$ cat config.mk
export PLATFORM = sky130hd
export DESIGN_NAME = link_framer
export DESIGN_NICKNAME = d
export VERILOG_FILES = /design/src/rtl/link_framer_pkg.sv /design/src/rtl/link_framer_crc.sv /design/src/rtl/link_framer_seq.sv /design/src/rtl/link_framer.sv
export SDC_FILE = /design/constraint.sdc
export NUM_CORES = 1
export LEC_CHECK = 0
export ABC_AREA = 1
export BUFFER_PORTS_ARGS = -buffer_cell sky130_fd_sc_hd__buf_2
export CORE_UTILIZATION = 30
export CTS_CLUSTER_SIZE = 25
export DETAILED_ROUTE_END_ITERATION = 8
export GPL_TIMING_DRIVEN = 0
export HOLD_SLACK_MARGIN = 0.06
export PLACE_DENSITY = 0.47
export SLEW_MARGIN = 15
export SYNTH_ARGS = -nofsm -noshare
export SYNTH_HDL_FRONTEND = slang
export SYNTH_SLANG_ARGS = --single-unit
$ cat constraint.sdc
create_clock -name clk -period 3.3 [get_ports clk]
set_input_delay 0.66 -clock clk [delete_from_list [all_inputs] [get_ports clk]]
set_output_delay 0.66 -clock clk [all_outputs]
set_load 0.02 [all_outputs]
$ cat src/rtl/link_framer_pkg.sv
// Package: shared constants and state type for the link framer.
// Assumes 8-bit data path; symbol values are fixed control codes.
package link_framer_pkg;
    localparam logic [7:0] SYM_START = 8'hFB;
    localparam logic [7:0] SYM_END   = 8'hFD;
    localparam logic [7:0] SYM_BAD   = ~SYM_END;

    typedef enum logic [2:0] {
        ST_IDLE,
        ST_SEQ_HI,
        ST_SEQ_LO,
        ST_BODY,
        ST_DRAIN,
        ST_LCRC,
        ST_END
    } fr_state_t;
endpackage

$ cat src/rtl/link_framer_crc.sv
// Module: byte-serial CRC register, MSB-first, non-reflected.
// Assumes init has priority over en; the caller complements the result.
module link_framer_crc #(
    parameter int          CRC_W = 32,
    parameter logic [31:0] POLY  = 32'h04C11DB7
) (
    input  logic             clk,
    input  logic             rst_n,
    input  logic             init,
    input  logic             en,
    input  logic [7:0]       din,
    output logic [CRC_W-1:0] crc
);
    function automatic logic [CRC_W-1:0] step(input logic [CRC_W-1:0] c,
                                              input logic [7:0] d);
        logic [CRC_W-1:0] r;
        logic             fb;
        r = c;
        for (int i = 7; i >= 0; i--) begin
            fb = r[CRC_W-1] ^ d[i];
            r  = {r[CRC_W-2:0], 1'b0};
            if (fb) r = r ^ POLY[CRC_W-1:0];
        end
        return r;
    endfunction

    // Preset to all ones on reset or init, otherwise fold in one byte.
    always_ff @(posedge clk) begin
        if (!rst_n || init) crc <= '1;
        else if (en)        crc <= step(crc, din);
    end
endmodule

$ cat src/rtl/link_framer_seq.sv
// Module: per-link frame sequence counter.
// Assumes adv pulses once per completed frame; wraps at 2**SEQ_W.
module link_framer_seq #(
    parameter int SEQ_W = 12
) (
    input  logic             clk,
    input  logic             rst_n,
    input  logic             adv,
    output logic [SEQ_W-1:0] seq
);
    // Count completed frames, modulo 2**SEQ_W.
    always_ff @(posedge clk) begin
        if (!rst_n)   seq <= '0;
        else if (adv) seq <= seq + SEQ_W'(1);
    end


    seq_step_chk: assert property (@(posedge clk) disable iff (!rst_n)
        adv |=> (seq == $past(seq) + SEQ_W'(1)));
endmodule

$ cat src/rtl/link_framer.sv
// Module: link framer top. Emits start symbol, sequence field, packet
// bytes (pass-through), inverted CRC-32 and end symbol.
// Assumes in_valid/in_data/in_last and sideband are held until accepted,
// and sideband stays fixed for the whole packet.
module link_framer #(
    parameter int MAX_PAYLOAD = 4096,
    parameter int HDR_SHORT   = 16,
    parameter int HDR_LONG    = 20,
    parameter int ECRC_BYTES  = 4,
    parameter int SEQ_W       = 12
) (
    input  logic       clk,
    input  logic       rst_n,
    input  logic       in_valid,
    output logic       in_ready,
    input  logic [7:0] in_data,
    input  logic       in_last,
    input  logic       in_hdr_long,
    input  logic       in_ecrc_en,
    output logic       out_valid,
    input  logic       out_ready,
    output logic [7:0] out_data,
    output logic       out_ctrl,
    output logic       frame_err
);
    import link_framer_pkg::*;

    localparam int CNT_W = $clog2(HDR_LONG + MAX_PAYLOAD + ECRC_BYTES + 1);
    localparam logic [CNT_W-1:0] H_S = CNT_W'(HDR_SHORT);
    localparam logic [CNT_W-1:0] H_L = CNT_W'(HDR_LONG);
    localparam logic [CNT_W-1:0] P_M = CNT_W'(MAX_PAYLOAD);
    localparam logic [CNT_W-1:0] E_B = CNT_W'(ECRC_BYTES);

    fr_state_t        state;
    logic             hdr_long_q, ecrc_q, bad_q;
    logic [CNT_W-1:0] cnt;
    logic [1:0]       crc_idx;
    logic [31:0]      crc;
    logic [SEQ_W-1:0] seq;
    logic [15:0]      seq_field;
    logic [CNT_W-1:0] hdr_len, limit;
    logic             over, short_end, out_fire, in_fire, crc_en, seq_adv;

    assign seq_field = {{(16-SEQ_W){1'b0}}, seq};
    assign hdr_len   = hdr_long_q ? H_L : H_S;
    assign limit     = hdr_len + P_M + (ecrc_q ? E_B : '0);
    assign over      = (cnt == limit);
    assign short_end = in_last && ((cnt + CNT_W'(1)) < hdr_len);
    assign out_fire  = out_valid && out_ready;
    assign in_fire   = in_valid && in_ready;
    assign seq_adv   = (state == ST_END) && out_fire;

    link_framer_seq #(.SEQ_W(SEQ_W)) u_seq (
        .clk(clk), .rst_n(rst_n), .adv(seq_adv), .seq(seq)
    );

    link_framer_crc #(.CRC_W(32), .POLY(32'h04C11DB7)) u_crc (
        .clk(clk), .rst_n(rst_n), .init(state == ST_IDLE),
        .en(crc_en), .din(out_data), .crc(crc)
    );

    // Output mux and handshake steering per state.
    always_comb begin
        out_valid = 1'b0;
        out_data  = 8'h00;
        out_ctrl  = 1'b0;
        in_ready  = 1'b0;
        crc_en    = 1'b0;
        unique case (state)
            ST_IDLE: begin
                out_valid = in_valid;
                out_data  = SYM_START;
                out_ctrl  = 1'b1;
            end
            ST_SEQ_HI: begin
                out_valid = 1'b1;
                out_data  = seq_field[15:8];
                crc_en    = out_fire;
            end
            ST_SEQ_LO: begin
                out_valid = 1'b1;
                out_data  = seq_field[7:0];
                crc_en    = out_fire;
            end
            ST_BODY: begin
                if (over) begin
                    in_ready = 1'b1;
                end else begin
                    out_valid = in_valid;
                    out_data  = in_data;
                    in_ready  = out_ready;
                    crc_en    = out_fire;
                end
            end
            ST_DRAIN: in_ready = 1'b1;
            ST_LCRC: begin
                out_valid = 1'b1;
                case (crc_idx)
                    2'd0:    out_data = ~crc[31:24];
                    2'd1:    out_data = ~crc[23:16];
                    2'd2:    out_data = ~crc[15:8];
                    default: out_data = ~crc[7:0];
                endcase
            end
            ST_END: begin
                out_valid = 1'b1;
                out_ctrl  = 1'b1;
                out_data  = bad_q ? SYM_BAD : SYM_END;
            end
            default: ;
        endcase
    end

    // Frame sequencing, byte counting and error capture.
    always_ff @(posedge clk) begin
        if (!rst_n) begin
            state      <= ST_IDLE;
            hdr_long_q <= 1'b0;
            ecrc_q     <= 1'b0;
            bad_q      <= 1'b0;
            cnt        <= '0;
            crc_idx    <= '0;
            frame_err  <= 1'b0;
        end else begin
            frame_err <= 1'b0;
            unique case (state)
                ST_IDLE: if (out_fire) begin
                    hdr_long_q <= in_hdr_long;
                    ecrc_q     <= in_ecrc_en;
                    bad_q      <= 1'b0;
                    cnt        <= '0;
                    state      <= ST_SEQ_HI;
                end
                ST_SEQ_HI: if (out_fire) state <= ST_SEQ_LO;
                ST_SEQ_LO: if (out_fire) state <= ST_BODY;
                ST_BODY: if (in_fire) begin
                    if (over) begin
                        frame_err <= 1'b1;
                        bad_q     <= 1'b1;
                        state     <= in_last ? ST_LCRC : ST_DRAIN;
                    end else begin
                        cnt <= cnt + CNT_W'(1);
                        if (in_last) begin
                            state <= ST_LCRC;
                            if (short_end) begin
                                frame_err <= 1'b1;
                                bad_q     <= 1'b1;
                            end
                        end
                    end
                end
                ST_DRAIN: if (in_fire && in_last) state <= ST_LCRC;
                ST_LCRC: if (out_fire) begin
                    crc_idx <= crc_idx + 2'd1;
                    if (crc_idx == 2'd3) state <= ST_END;
                end
                ST_END: if (out_fire) state <= ST_IDLE;
                default: state <= ST_IDLE;
            endcase
        end
    end


    ctrl_symbol_chk: assert property (@(posedge clk) disable iff (!rst_n)
        (out_valid && out_ctrl) |->
        (out_data == SYM_START || out_data == SYM_END || out_data == SYM_BAD));


    hold_under_bp_chk: assert property (@(posedge clk) disable iff (!rst_n)
        (out_valid && !out_ready) |=> (out_valid && $stable(out_data)));


    err_pulse_chk: assert property (@(posedge clk) disable iff (!rst_n)
        frame_err |=> !frame_err);


    body_bound_chk: assert property (@(posedge clk) disable iff (!rst_n)
        (state == ST_BODY) |-> (cnt <= limit));
endmodule

==> impl_metrics.env <==
export IMPL_cts_hold_repair_buffers=0
export IMPL_syn_num_nets=749
export IMPL_final_common_cell="nand2_1"
export IMPL_start_util=0.310
export IMPL_layout_common_cells="197 x nand2_1, 73 x nand3_1, 66 x dfxtp_1"
export IMPL_p_per_area_nw_per_um2=992
export IMPL_seq_area_um2=1320
export IMPL_drc=2
export IMPL_setup_viol=0
export IMPL_overflow=0
export IMPL_grt_pass1_wl_mm=23.9
export IMPL_ctsResizeCount=0
export IMPL_use_met1=0.255
export IMPL_clk_latency_ps=350
export IMPL_tritoncts="done"
export IMPL_synth_seq_cells=66
export IMPL_cellLeakagePower_nw=2.24
export IMPL_finalPower_w=0.00514
export IMPL_crit_required_ps=3530
export IMPL_violations="DRC"
export IMPL_die_area_um2=15600
export IMPL_synthArstFlopShare=0
export IMPL_die_width_um=125
export IMPL_period_share=0.891
export IMPL_fmax_mhz=340
export IMPL_fin_nets=786
export IMPL_num_vias=4938
export IMPL_grtUsageMet2=0.314
export IMPL_cts_setup_buffers=0
export IMPL_io_pins=27
export IMPL_ant_nets=0
export IMPL_yosysWarnings=0
export IMPL_crit_family="simple AND/OR/NAND/NOR gates"
export IMPL_drt_iter0_drc=324
export IMPL_grt_max_degree=12
export IMPL_critPathArrivalTime_ps=3170
export IMPL_fin_cells=952
export IMPL_worst_slew_pin_slew_ps=834
export IMPL_critPathLaunchType="register"
export IMPL_final_util=0.354
export IMPL_grtUsageTotal=0.198
export IMPL_ys_flop_type="dfxtp_1"
export IMPL_place_area_um2=4900
export IMPL_num_rows=44
export IMPL_place_gp_congestion=0.868
export IMPL_cts_sinks=66
export IMPL_hold_viol_final=0
export IMPL_crit_path_cell_trace="ha_1 -> inv_1 -> nand2_1 -> nand3_1 -> nor2_1 -> nand2_1 -> nand2_2 -> inv_2 -> nand2_1 -> nand2_2 -> nand2_1 -> nand2_2 -> nand2_1 -> nand2_2 -> nand2_1 -> nand3_1 -> inv_2 -> o21ai_1 -> nand2_1"
export IMPL_finalInstanceArea_um2=5190
export IMPL_endpoint_kind="register"
export IMPL_slowest_delay_ps=340
export IMPL_antenna_found_initial=0
export IMPL_final_layout_size_suffix_gt1_frac=0.128
export IMPL_first_global_vias=4517
export IMPL_port_buffers=26
export IMPL_root_buffer="clkbuf_16"
export IMPL_slowest_stage="dfxtp_1"
export IMPL_fin_tns_setup_ps=0
export IMPL_netlist_area_um2=4540
export IMPL_placed_cells=936
export IMPL_final_fill_count=1616
export IMPL_relSlewSlack=0.442
export IMPL_core_area_um2=14600
export IMPL_syn_inst=726
export IMPL_drt_total_wl_mm=15.2
export IMPL_met3_usage=0.0513
export IMPL_skew_ps=9.63
export IMPL_crit_top_cell="nand2_1"
export IMPL_path_max_fanout=8
export IMPL_grt_busiest_layer="met2"
export IMPL_finalMaxSlewViolations=0
export IMPL_num_antenna_cells=0
export IMPL_wl_per_cell_um=16.0
export IMPL_min_period_ps=2940
export IMPL_viasPerCell=5.19
export IMPL_worst_setup_path_type="register to register"
export IMPL_cp_buffers_inverters=3
export IMPL_dp_final_hpwl_mm=11.5
export IMPL_synth_enable_flop_cells=0
export IMPL_hp_class="register to register"
export IMPL_die_y_um=125
export IMPL_numCtsBuffers=9
export IMPL_yosysSeqAreaShare=0.291
export IMPL_ir_drop_mv=0.419
export IMPL_drv_cap=0
export IMPL_cts_max_level=3
export IMPL_status="finished, violations left"
export IMPL_multi_input_area_um2=2840
export IMPL_drt_pass1_iterations=7
export IMPL_rsz0062_at_grt="no"
export IMPL_cts_max_path_buffers=2
export IMPL_netlist_cell_type_count=37
export IMPL_area_delta_synth_final_pct=14.2
export IMPL_synth_avg_cell_area_um2=6.25
export IMPL_path_clk_slew_ps=60
## cells in the mapped netlist, types with 2 or more instances
cell | instances | area, um^2
a211oi_1 | 2 | 15.0
a21oi_1 | 60 | 300
a2bb2oi_1 | 6 | 52.6
buf_2 | 7 | 35.0
buf_4 | 2 | 15.0
clkbuf_1 | 6 | 22.5
dfxtp_1 | 66 | 1320
ha_1 | 8 | 100
inv_1 | 62 | 233
inv_2 | 14 | 52.6
nand2_1 | 197 | 739
nand2_2 | 22 | 138
nand3_1 | 73 | 365
nand4_1 | 6 | 37.5
nor2_1 | 64 | 240
nor2_2 | 5 | 31.3
nor2_4 | 2 | 22.5
nor3_1 | 16 | 80.1
o211ai_1 | 10 | 75.1
o21ai_0 | 27 | 135
o21ai_1 | 19 | 95.1
o22ai_1 | 7 | 43.8
xnor2_1 | 2 | 17.5
xor2_1 | 30 | 263
## metrics by stage
| step | worst slack, ps | hold slack, ps |
|---|---|---|
| global placement | 469 | 457 |
| global route | 169 | 496 |
| detailed placement | 432 | 468 |
| finish | 361 | 476 |
| CTS | 354 | 477 |
| floorplan | 984 | 441 |
## area by class of cell
cell class              instances  area share
well taps                     184      0.0444
inverters                      77      0.0557
clock buffers                  11      0.0449
clock inverters                 5      0.0104
multi-input cells             566       0.548
plain buffers                  17      0.0171
flip-flops and latches         66       0.255
repair buffers                 26      0.0251
## power breakdown
part | total [W] | internal (W) | switching (W)
Clock | 0.000964 | 0.000584 | 0.000380
Sequential | 0.000962 | 0.000881 | 0.0000812
Combinational | 0.00322 | 0.000916 | 0.00230
Total | 0.00514 | 0.00238 | 0.00276
## worst register-to-register path: stages (launching register included)
cell and delay [ps]:
dfxtp_1 340, ha_1 310, inv_1 60, nand2_1 40
nand3_1 70, nor2_1 40, nand2_1 300, nand2_2 140
inv_2 180, nand2_1 130, nand2_2 100, nand2_1 60
nand2_2 190, nand2_1 100, nand2_2 200, nand2_1 110
nand3_1 150, inv_2 70, o21ai_1 180, nand2_1 70
## cells by family (layout without fill, tap and decap cells)
logic type | count (synthesis) | in the layout | synth area share
compound gates | 134 | 134 | 0.163
xor+xnor | 33 | 33 | 0.0653
fa+ha+maj | 8 | 8 | 0.0220
buf+inv | 94 | 136 | 0.0832
flops | 66 | 66 | 0.291
simple gates | 391 | 391 | 0.376
## sequential cells by signal (all words and copies together) (netlist names)
name	cells
u_crc.crc	32
u_seq.seq	12
ecrc_q	1
hdr_long_q	1
state	3
bad_q	1
crc_idx	2
cnt	13
frame_err	1
## worst paths after layout
| path | startpoint | slack (ps) | to | cells after the start |
|---|---|---|---|---|
| setup reg to reg | hdr_long_q | 360 | u_crc.crc[5] | 19 |
| hold reg to reg | ecrc_q | 480 | ecrc_q | 2 |
| hold / removal | ecrc_q | 480 | ecrc_q | 2 |
| setup / recovery | hdr_long_q | 360 | u_crc.crc[5] | 19 |
## metal layers
| metal | part of all wire | wire length (um) | up-vias |
|---|---|---|---|
| li1 | - | - | 2468 |
| met4 | 0.025 | 386 | 0 |
| met3 | 0.065 | 989 | 33 |
| met5 | 0 | 0 | - |
| met1 | 0.46 | 6950 | 2303 |
| met2 | 0.45 | 6870 | 134 |
Note: power is estimated with default switching activity, not from simulation.
